**config.mk**
```make
export PLATFORM = sky130hd
export DESIGN_NAME = twb_cond_ctrl
export DESIGN_NICKNAME = d
export VERILOG_FILES = /design/src/rtl/twb_pkg.sv /design/src/rtl/twb_line_sync.sv /design/src/rtl/twb_cond_detect.sv /design/src/rtl/twb_trig_ctrl.sv /design/src/rtl/twb_cond_ctrl.sv
export SDC_FILE = /design/constraint.sdc
export NUM_CORES = 1
export LEC_CHECK = 0
export BUFFER_PORTS_ARGS = -buffer_cell sky130_fd_sc_hd__buf_2
export CAP_MARGIN = 20
export CORE_MARGIN = 3
export CORE_UTILIZATION = 42
export DETAILED_ROUTE_END_ITERATION = 10
export MAX_ROUTING_LAYER = met4
export PLACE_DENSITY = 0.73
export SLEW_MARGIN = 20
export SYNTH_ARGS = -nofsm -noshare
export SYNTH_HDL_FRONTEND = slang
export SYNTH_SLANG_ARGS = --single-unit
```
**constraint.sdc**
```tcl
create_clock -name clk_i -period 1.3 [get_ports clk_i]
set_clock_uncertainty 0.15 [all_clocks]
set_input_delay 0.065 -clock clk_i [delete_from_list [all_inputs] [get_ports clk_i]]
set_output_delay 0.065 -clock clk_i [all_outputs]
set_load 0.01 [all_outputs]
```
**src/rtl/twb_pkg.sv**
```systemverilog
package twb_pkg;
  localparam int unsigned REG_W          = 8;
  localparam int unsigned BIT_STOP_TRIG  = 0;
  localparam int unsigned BIT_START_TRIG = 1;
  localparam int unsigned BIT_STOP_DET   = 2;
  localparam int unsigned BIT_START_DET  = 3;
  localparam int unsigned BIT_ACK_TRIG   = 4;
  localparam int unsigned BIT_ACK_EN     = 5;
  localparam int unsigned BIT_ACK_DET    = 6;
  localparam int unsigned BIT_BUSY_EN    = 7;

  typedef struct packed {
    logic lvl;
    logic rise;
    logic fall;
  } line_evt_t;
endpackage

```
**src/rtl/twb_line_sync.sv**
```systemverilog
module twb_line_sync
  import twb_pkg::*;
#(
  parameter int unsigned STAGES = 2
) (
  input  logic      clk_i,
  input  logic      rst_ni,
  input  logic      line_i,
  output line_evt_t evt_o
);
  localparam int unsigned LAST = STAGES - 1;

  logic [LAST:0] chain_q;
  logic          prev_q;

  always_ff @(posedge clk_i or negedge rst_ni) begin
    if (!rst_ni) begin
      chain_q <= '1;
      prev_q  <= 1'b1;
    end else begin
      chain_q <= {chain_q[LAST-1:0], line_i};
      prev_q  <= chain_q[LAST];
    end
  end

  assign evt_o.lvl  = chain_q[LAST];
  assign evt_o.rise = chain_q[LAST] & ~prev_q;
  assign evt_o.fall = ~chain_q[LAST] & prev_q;
endmodule

```
**src/rtl/twb_cond_detect.sv**
```systemverilog
module twb_cond_detect (
  input  logic clk_i,
  input  logic rst_ni,
  input  logic if_en_i,
  input  logic xfer_start_i,
  input  logic addr_mismatch_i,
  input  logic scl_lvl_i,
  input  logic sda_rise_i,
  input  logic sda_fall_i,
  output logic start_det_o,
  output logic stop_det_o
);
  logic start_seen, stop_seen;
  logic start_q, stop_q;

  assign start_seen = scl_lvl_i & sda_fall_i;
  assign stop_seen  = scl_lvl_i & sda_rise_i;

  always_ff @(posedge clk_i or negedge rst_ni) begin
    if (!rst_ni) begin
      start_q <= 1'b0;
      stop_q  <= 1'b0;
    end else begin
      // clear has priority over set
      if (xfer_start_i || addr_mismatch_i || !if_en_i) stop_q <= 1'b0;
      else if (stop_seen)                              stop_q <= 1'b1;

      if (xfer_start_i || stop_seen || !if_en_i) start_q <= 1'b0;
      else if (start_seen)                       start_q <= 1'b1;
    end
  end

  assign start_det_o = start_q;
  assign stop_det_o  = stop_q;
endmodule

```
**src/rtl/twb_trig_ctrl.sv**
```systemverilog
module twb_trig_ctrl (
  input  logic clk_i,
  input  logic rst_ni,
  input  logic if_en_i,
  input  logic wr_en_i,
  input  logic wr_stop_i,
  input  logic wr_start_i,
  input  logic wr_ack_i,
  input  logic xfer_start_i,
  input  logic scl_fall_i,
  output logic stop_trig_o,
  output logic start_trig_o,
  output logic ack_trig_o,
  output logic so_latch_o
);
  logic stop_q, start_q, ack_q, latch_q;

  always_ff @(posedge clk_i or negedge rst_ni) begin
    if (!rst_ni) begin
      stop_q  <= 1'b0;
      start_q <= 1'b0;
      ack_q   <= 1'b0;
      latch_q <= 1'b1;
    end else begin
      // trigger bits live for one cycle, then act and drop
      stop_q  <= if_en_i & wr_en_i & wr_stop_i;
      start_q <= if_en_i & wr_en_i & wr_start_i;

      if (if_en_i) begin
        if (stop_q)       latch_q <= 1'b1;
        else if (start_q) latch_q <= 1'b0;
      end

      if (xfer_start_i && !if_en_i) ack_q <= 1'b0;
      else if (wr_en_i)             ack_q <= wr_ack_i;
      else if (scl_fall_i)          ack_q <= 1'b0;
    end
  end

  assign stop_trig_o  = stop_q;
  assign start_trig_o = start_q;
  assign ack_trig_o   = ack_q;
  assign so_latch_o   = latch_q;
endmodule

```
**src/rtl/twb_cond_ctrl.sv**
```systemverilog
module twb_cond_ctrl
  import twb_pkg::*;
#(
  parameter int unsigned SYNC_STAGES = 2
) (
  input  logic             clk_i,
  input  logic             rst_ni,
  input  logic             wr_en_i,
  input  logic [REG_W-1:0] wr_data_i,
  output logic [REG_W-1:0] rd_data_o,
  input  logic             if_en_i,
  input  logic             xfer_start_i,
  input  logic             addr_mismatch_i,
  input  logic             scl_i,
  input  logic             sda_i,
  output logic             so_latch_o,
  output logic             sda_pull_o
);
  localparam int unsigned N_LINES = 2;
  localparam int unsigned IDX_SDA = 0;
  localparam int unsigned IDX_SCL = 1;

  logic [N_LINES-1:0] line_in;
  line_evt_t          evt [N_LINES];

  assign line_in = {scl_i, sda_i};

  for (genvar g = 0; g < N_LINES; g++) begin : g_sync
    twb_line_sync #(.STAGES(SYNC_STAGES)) u_sync (
      .clk_i (clk_i),
      .rst_ni(rst_ni),
      .line_i(line_in[g]),
      .evt_o (evt[g])
    );
  end

  logic start_det, stop_det;
  logic stop_trig, start_trig, ack_trig;
  logic busy_en_q, ack_en_q;
  logic unused_ro_bits;

  twb_cond_detect u_det (
    .clk_i          (clk_i),
    .rst_ni         (rst_ni),
    .if_en_i        (if_en_i),
    .xfer_start_i   (xfer_start_i),
    .addr_mismatch_i(addr_mismatch_i),
    .scl_lvl_i      (evt[IDX_SCL].lvl),
    .sda_rise_i     (evt[IDX_SDA].rise),
    .sda_fall_i     (evt[IDX_SDA].fall),
    .start_det_o    (start_det),
    .stop_det_o     (stop_det)
  );

  twb_trig_ctrl u_trig (
    .clk_i       (clk_i),
    .rst_ni      (rst_ni),
    .if_en_i     (if_en_i),
    .wr_en_i     (wr_en_i),
    .wr_stop_i   (wr_data_i[BIT_STOP_TRIG]),
    .wr_start_i  (wr_data_i[BIT_START_TRIG]),
    .wr_ack_i    (wr_data_i[BIT_ACK_TRIG]),
    .xfer_start_i(xfer_start_i),
    .scl_fall_i  (evt[IDX_SCL].fall),
    .stop_trig_o (stop_trig),
    .start_trig_o(start_trig),
    .ack_trig_o  (ack_trig),
    .so_latch_o  (so_latch_o)
  );

  always_ff @(posedge clk_i or negedge rst_ni) begin
    if (!rst_ni) begin
      busy_en_q <= 1'b0;
      ack_en_q  <= 1'b0;
    end else if (wr_en_i) begin
      busy_en_q <= wr_data_i[BIT_BUSY_EN];
      ack_en_q  <= wr_data_i[BIT_ACK_EN];
    end
  end

  assign unused_ro_bits = ^{wr_data_i[BIT_ACK_DET], wr_data_i[BIT_START_DET],
                            wr_data_i[BIT_STOP_DET], evt[IDX_SCL].rise};

  always_comb begin
    rd_data_o                 = '0;
    rd_data_o[BIT_BUSY_EN]    = busy_en_q;
    rd_data_o[BIT_ACK_DET]    = 1'b0;
    rd_data_o[BIT_ACK_EN]     = ack_en_q;
    rd_data_o[BIT_ACK_TRIG]   = ack_trig;
    rd_data_o[BIT_START_DET]  = start_det;
    rd_data_o[BIT_STOP_DET]   = stop_det;
    rd_data_o[BIT_START_TRIG] = start_trig;
    rd_data_o[BIT_STOP_TRIG]  = stop_trig;
  end

  assign sda_pull_o = ack_trig;
endmodule

```
# After elaboration in Yosys (flattened, before gate mapping)
# Index checks and enable logic that the tools add are counted.
# word_totals
ff_bits	14
inputBits	16
elab_cells	43
# classes
mux	9
bitwise	11
reduce_logical	11
# op_table
cell	n
$mux W1	9
$and A1 B1 Y1	8
$reduce_bool A2 Y1	3
$logic_or A1 B1 Y1	4
$not A1 Y1	3
$reduce_bool A3 Y1	1
$reduce_and A2 Y1	1
$logic_and A1 B1 Y1	1
$logic_not A1 Y1	1

# Longest topological paths before layout
# Gate-level depths: netlist (run 1).
# depth
word_depth	6
mapped_depth	3

# Modules after synthesis
# Synthesis (run 1) repeated with hierarchy kept, for this count alone.
# unflattened
cells_unflattened	44
hier_area_um2	583.1
# modules_own_cells
module	instances	cells_each	area_each_um2	seq_area_each_um2
twb_line_sync	2	6	101.3	78.8
twb_trig_ctrl	1	12	152.6	101.3
twb_cond_ctrl	1	13	136.4	50.0
twb_cond_detect	1	7	91.3	50.0

# Worst setup path before layout (run 1)
# OpenSTA, ideal clock, no wires.
# synth_timing
kind	register to register
start	reg g_sync[1].u_sync.chain_q[1]
end	reg u_det.start_q (netlist: u_det.start_det_o)
t_arrival_ns	0.751
required_ns	1.032
slack_ns	0.281
stages_incl_launch_ff	3
n_path_buf	0
cell_sequence	dfstp_2 a21oi_1 a21o_1
# synth_via
elab_chain_cells	4
elab_cells_between_ends	6
classes_between	1 x mux; 2 x bitwise; 3 x reduce/logical
# synth_lines
item	line	source
start: declaration	twb_line_sync.sv:13	logic [LAST:0] chain_q;
start signal: assignment	twb_line_sync.sv:21	chain_q <= {chain_q[LAST-1:0], line_i};
$and A1 B1 Y1	twb_cond_detect.sv:17	assign stop_seen = scl_lvl_i & sda_rise_i;
$logic_or A1 B1 Y1 (2 in a row)	twb_cond_detect.sv:28	if (xfer_start_i || stop_seen || !if_en_i) start_q <= 1'b0;
$mux W1 or $reduce_bool A2 Y1 (tied branches)	-	
end signal: assignment	twb_cond_detect.sv:21	start_q <= 1'b0;
end signal: assignment	twb_cond_detect.sv:28	
end signal: assignment	twb_cond_detect.sv:29	else if (start_seen) start_q <= 1'b1;
end: declaration	twb_cond_detect.sv:14	logic start_q, stop_q;
# Parallel ways exist; a longest one is shown, timed or not.
# A chain may end at the register's enable or synchronous reset.

# Final worst setup path (run 1)
# layout_timing
start	reg u_trig.latch_q (netlist: u_trig.so_latch_o)
end	out so_latch_o
# layout_rtl
item	line	source
start: declaration	twb_trig_ctrl.sv:16	logic stop_q, start_q, ack_q, latch_q;
start signal: assignment	twb_trig_ctrl.sv:23	latch_q <= 1'b1;
start signal: assignment	twb_trig_ctrl.sv:30	if (stop_q) latch_q <= 1'b1;
start signal: assignment	twb_trig_ctrl.sv:31	else if (start_q) latch_q <= 1'b0;
end: declaration	twb_cond_ctrl.sv:16	output logic so_latch_o,
# No word-level cell between the ends.

==> results of run 1 <==
routing by layer:
| layer | up-vias | routed length, um |
|---|---|---|
| li1 | 191 | - |
| met1 | 170 | 397 |
| met2 | 19 | 414 |
| met3 | 2 | 77 |
| met4 | 0 | 15 |
| met5 | - | 0 |
flip-flops by register name (all words and copies together) (netlist names):
register	count
g_sync.u_sync.chain_q	4
ack_en_q	1
g_sync.u_sync.prev_q	2
busy_en_q	1
u_trig.start_trig_o	1
u_trig.ack_trig_o	1
u_det.stop_det_o	1
u_det.start_det_o	1
u_trig.so_latch_o	1
u_trig.stop_trig_o	1
worst paths after layout:
check | from | end | slack (ns) | depth (start not counted)
setup reg to reg | g_sync[1].u_sync.prev_q$_DFF_PN1_ | u_trig.ack_trig_o$_DFFE_PN0P_ | 0.22 | 3
hold / removal | rst_ni | u_trig.ack_trig_o$_DFFE_PN0P_ | 0.05 | 2
hold reg to reg | g_sync[1].u_sync.chain_q[0]$_DFF_PN1_ | g_sync[1].u_sync.chain_q[1]$_DFF_PN1_ | 0.21 | 0
min in group clk_i | g_sync[1].u_sync.chain_q[0]$_DFF_PN1_ | g_sync[1].u_sync.chain_q[1]$_DFF_PN1_ | 0.21 | 0
setup / recovery | u_trig.so_latch_o$_DFFE_PN1P_ | so_latch_o | 0.15 | 1
max in group asynchronous | rst_ni | g_sync[0].u_sync.prev_q$_DFF_PN1_ | 0.67 | 2
report_power, final:
part           switching [mW]  internal, mW
logic                  0.0517        0.0679
clock network           0.132         0.170
registers              0.0148         0.476
total                   0.198         0.714
synth_stat cells:
cell      count
dfstp_2       7
o22ai_1       1
mux2_1        1
o21ai_0       1
nor3_1        1
dfrtp_1       7
nand2_1       1
inv_1         4
a22o_1        1
nand2b_2      1
buf_4         8
a21o_1        1
a21oi_1       3
a31oi_1       1
and3_1        2
nor3_2        1
mux2_2        1
conb_1        1
cell type report:
type	count	area (um2)	area share (%)
inverters	4	15.01	1.954
repair buffers	33	225.2	29.32
well taps	14	17.52	2.280
flip-flops and latches	14	359.1	46.74
clock buffers	4	36.28	4.723
multi-input cells	17	115.1	14.98
cell families (layout without fill, tap and decap cells):
group | after synthesis | in the layout | synth area share (%)
AOI/OAI and AO/OA | 8 | 8 | 8.884
DFF | 14 | 14 | 65.38
other | 1 | 1 | 0.6827
muxes | 2 | 2 | 4.100
buffers and inverters | 12 | 41 | 13.67
and+or+nand+nor | 6 | 6 | 7.288
stage by stage:
stage          total power [mW]  hold WS, ns  std cells  setup WS, ns  util, %
6_report                 0.9118      0.04890         86        0.1526    65.60
5_1_grt                  0.9596      0.08252         86        0.1258    65.60
3_5_place_dp             0.5918      -0.1799         70        0.2182    52.24
2_1_floorplan            0.5557      -0.3806         43        0.2807        -
3_3_place_gp             0.5878      -0.1826         70        0.2544    52.24
4_1_cts                  0.9244      0.05011         86        0.1479    65.60
what timing repair did:
action | in CTS | in global routing
gates resized for setup | 0 | 0
setup endpoints to repair | 0 | 0
endpoints found under the hold margin | 23 | 0
setup buffers | 0 | 0
hold buffers | 12 | 0
==> summary.txt, run 1 <==
Yosys
  – Area leader, netlist: dfstp_2
  – Synthesized flop and latch total: 14
  – Yosys Warn Count: 0
  – Synth top area cells: dfstp_2 (33%), dfrtp_1 (32%), buf_4 (11%)
  – Register area share after synthesis: 65.38%
  – Synth unique cells: 18
  – Avg Inst Size Synth: 12.77 um2
  – Synthesized area: 549.3 um2
  – Synth top area share: 33.49%
  – Syn nets: 59
  – Cell count after synthesis: 43

Drt
  – Total wire length: 905 um
  – Wire per inst: 10.52 um
  – DRC violations left: 0
  – DRT antenna net count: 0
  – Initial DRT Pass Iterations: 1
  – Vias per cell: 4.442
  – Vias post-DR: 382
  – Drt initial violations: 0

Global route
  – Largest net degree at the start of global routing: 15
  – Total GRT Usage: 12.30%
  – Overflow after GRT: 0
  – Busiest grt layer: met2
  – GR Layer Usage met3: 4.292%
  – Initial antenna violation count: 0
  – First-pass GRT wire length: 1587 um
  – Vias in the first global route: 385
  – Met2 usage: 18.84%
  – Met1 usage: 14.48%

STA
  – Endpoints failing setup: 0
  – Final Cycle Share: 88.27%
  – Fmax: 0.8715 GHz
  – Setup TNS: 0 ns
  – Unrepaired setup endpoints after global routing: false
  – Slew Viols, Final: 0
  – Fin crit period: 1.147 ns
  – Final hold viol count: 0

Outcome
  – Status: completed

Clock network
  – Clk Latency, worst-skew pair: 0.27 ns
  – CTS tree: built
  – Clock sink count: 14
  – CTS buffer count: 3
  – CTS Root Buffer Type: clkbuf_4
  – H-tree depth: 1
  – Clock Path Buffers: 2
  – CTS clk-pin slew, worst paths: 0.08 ns

Floorplan
  – Die Y: 42.17 um
  – Site Rows: 12
  – Die area: 0.001778 mm2
  – Die Span X: 42.17 um
  – Starting Density: 46.90%
  – Core box area: 0.001171 mm2
  – Io pins: 26

Power
  – Leak Pwr: 0.3967 nW
  – Max VDD drop: 0.8149 mV
  – PwrDens: 1187 mW/mm2

Placement
  – Final RePlAce weighted congestion: 0.6415
  – PortBufs: 21
  – Dpl cell area: 611.8 um2

Critical path
  – Critical Path Max Stage Delay: 0.54 ns
  – CP arrival: 0.93 ns
  – Crit path buf inv count: 1
  – Cells along the critical path: buf_2
  – CP delay by family, top: flip-flops
  – Critical Path Sink Type: output pin
  – Critical Path Start Type: register
  – Crit Path Category: register to output pin
  – Critical Path RT: 1.09 ns
  – Crit Path Max Fanout: 2
  – Crit-path slowest cell: dfstp_2

Finish
  – Design area: 768.2 um2
  – Most common cell after layout, fill and taps aside: buf_2
  – Fin nets: 89
  – Layout cell share with drive strength beyond 1: 48.61%
  – Area grow syn2layout: 39.86%
  – # fillers: 96
  – Antenna diode count: 0
  – Leading cell types in the layout, fill and taps excluded: buf_2 (21), dlygate4sd3_1 (12), dfrtp_1 (7), dfstp_2 (7), inv_1 (4)

Job
  – Max Cap Viol: 0

Hold path
  – HP Class: primary input to asynchronous set/reset pin
(Power assumes the default switching activity.)
==> inputs of run 2 (changes only) <==
CORE_MARGIN = 2   (was 3)
HOLD_SLACK_MARGIN = 0.15   (was unset)
==> run 2 against run 1 <==
  * Routed wire length down 4.5%
  * Final area up 0.16%
  * Clock power down 20%
==> summary.txt, run 2 (synthesized netlist as in run 1, its figures left out) <==
Power
  – Max VDD drop: 0.6789 mV
  – PwrDens: 1109 mW/mm2
  – Leak Pwr: 0.3949 nW
  – Final Power: 0.8533 mW

STA
  – Endpoints failing setup: 0
  – Fin crit period: 1.202 ns
  – Final hold viol count: 0
  – Unrepaired setup endpoints after global routing: false
  – Slew Viols, Final: 0
  – Hold_ws: 0.2085 ns
  – Final WS setup: 0.09809 ns
  – Fmax: 0.8320 GHz
  – Final Cycle Share: 92.45%
  – Setup TNS: 0 ns

Finish
  – Register with the most flip-flops: g_sync.u_sync.chain_q
  – Top flop regs: g_sync.u_sync.chain_q: 4 flops, g_sync.u_sync.prev_q: 2 flops
  – Multi-input logic area: 115.1 um2
  – Layout cell share with drive strength beyond 1: 46.58%
  – Non-filler instance count after layout: 88
  – Fin nets: 90
  – Antenna diode count: 0
  – # fillers: 96
  – Finished Core Util: 61.44%
  – Design area: 769.5 um2
  – FF/Latch Area: 359.1 um2
  – Leading cell types in the layout, fill and taps excluded: buf_2 (21), dlygate4sd3_1 (13), dfrtp_1 (7), dfstp_2 (7), inv_1 (4)
  – Most common cell after layout, fill and taps aside: buf_2
  – Area grow syn2layout: 40.09%
  – Max reg flops: 4

Global route
  – Busiest grt layer: met2
  – First-pass GRT wire length: 1338 um
  – Largest net degree at the start of global routing: 15
  – Vias in the first global route: 362
  – Met1 usage: 14.80%
  – Overflow after GRT: 0
  – Met2 usage: 20.97%
  – GR Layer Usage met3: 5.556%
  – Total GRT Usage: 13.89%
  – Initial antenna violation count: 0

Outcome
  – Status: completed

Clock network
  – Cts repair resizes: 0
  – CTS Root Buffer Type: clkbuf_4
  – H-tree depth: 1
  – Clk Latency, worst-skew pair: 0.26 ns
  – CTS tree: built
  – Clock Path Buffers: 2
  – Post-CTS setup buffer count: 0
  – Hold-fix buffers at CTS: 13
  – Clock sink count: 14
  – CTS buffer count: 3
  – CTS clk-pin slew, worst paths: 0.07 ns

Drt
  – Drt initial violations: 5
  – Total wire length: 864 um
  – DRT antenna net count: 0
  – Wire per inst: 9.818 um
  – Vias per cell: 4.409
  – Vias post-DR: 388
  – DRC violations left: 0
  – Initial DRT Pass Iterations: 4

Floorplan
  – Die Y: 40.17 um
  – Site Rows: 13
  – Core box area: 0.001252 mm2
  – Starting Density: 43.86%
  – Die area: 0.001613 mm2
  – Die Span X: 40.17 um
  – Io pins: 26

Critical path
  – Top cell by count, worst path: dlygate4sd3_1
  – Crit-path slowest cell: dlygate4sd3_1
  – Crit Path Category: primary input to asynchronous set/reset pin
  – Critical Path Sink Type: asynchronous set/reset pin
  – Critical Path Max Stage Delay: 0.55 ns
  – Critical Path Start Type: primary input
  – Crit Path Max Fanout: 14
  – Critical Path RT: 1.53 ns
  – Cells along the critical path: dlygate4sd3_1 > dlygate4sd3_1 > buf_2
  – CP arrival: 1.44 ns

Placement
  – Dpl cell area: 613.1 um2
  – Final RePlAce weighted congestion: 0.6561
  – Post-Place Cells: 71
  – DP Worst Slack: 0.2385 ns
  – PortBufs: 21

Hold path
  – HP Class: register to register

Job
  – Max Cap Viol: 0
run 2: cell count changes in the layout (fill, tap and decap cells not counted):
cell           delta
clkbuf_8          -1
clkbuf_1          +1
dlygate4sd3_1     +1
run 2: final cells by class:
type	count	area share, %
Sequential cell	14	46.67
Inverter	4	1.951
Clock buffer	4	3.415
Tap cell	15	2.439
Timing Repair Buffer	34	30.57
Multi-Input combinational cell	17	14.96
run 2: path summary, 6_finish.rpt:
kind | start | to | slack, ns | depth (start not counted)
setup / recovery | rst_ni | g_sync[0].u_sync.prev_q$_DFF_PN1_ | 0.1 | 3
hold / removal | g_sync[0].u_sync.chain_q[0]$_DFF_PN1_ | g_sync[0].u_sync.chain_q[1]$_DFF_PN1_ | 0.21 | 0
setup reg to reg | g_sync[1].u_sync.prev_q$_DFF_PN1_ | u_trig.ack_trig_o$_DFFE_PN0P_ | 0.23 | 3
hold reg to reg | g_sync[0].u_sync.chain_q[0]$_DFF_PN1_ | g_sync[0].u_sync.chain_q[1]$_DFF_PN1_ | 0.21 | 0
max in group clk_i | u_trig.so_latch_o$_DFFE_PN1P_ | so_latch_o | 0.17 | 1
min in group asynchronous | rst_ni | u_trig.ack_trig_o$_DFFE_PN0P_ | 0.62 | 3
run 2: layer usage:
| layer | vias up | wire [um] |
|---|---|---|
| met5 | - | 0 |
| met4 | 0 | 0 |
| met3 | 0 | 47 |
| met2 | 15 | 419 |
| met1 | 180 | 397 |
| li1 | 193 | - |
run 2: report_power, final:
group	internal [mW]	switching, mW	leakage, nW	total [mW]
Combinational	0.0698	0.0515	0.216	0.121
Sequential	0.475	0.0139	0.164	0.489
Clock	0.119	0.124	0.0150	0.243
Total	0.664	0.189	0.395	0.853
run 2: critical path: cells and delay by family:
| family | cells | cell delay [ns] |
|---|---|---|
| buffers and inverters | 3 | 1.37 |
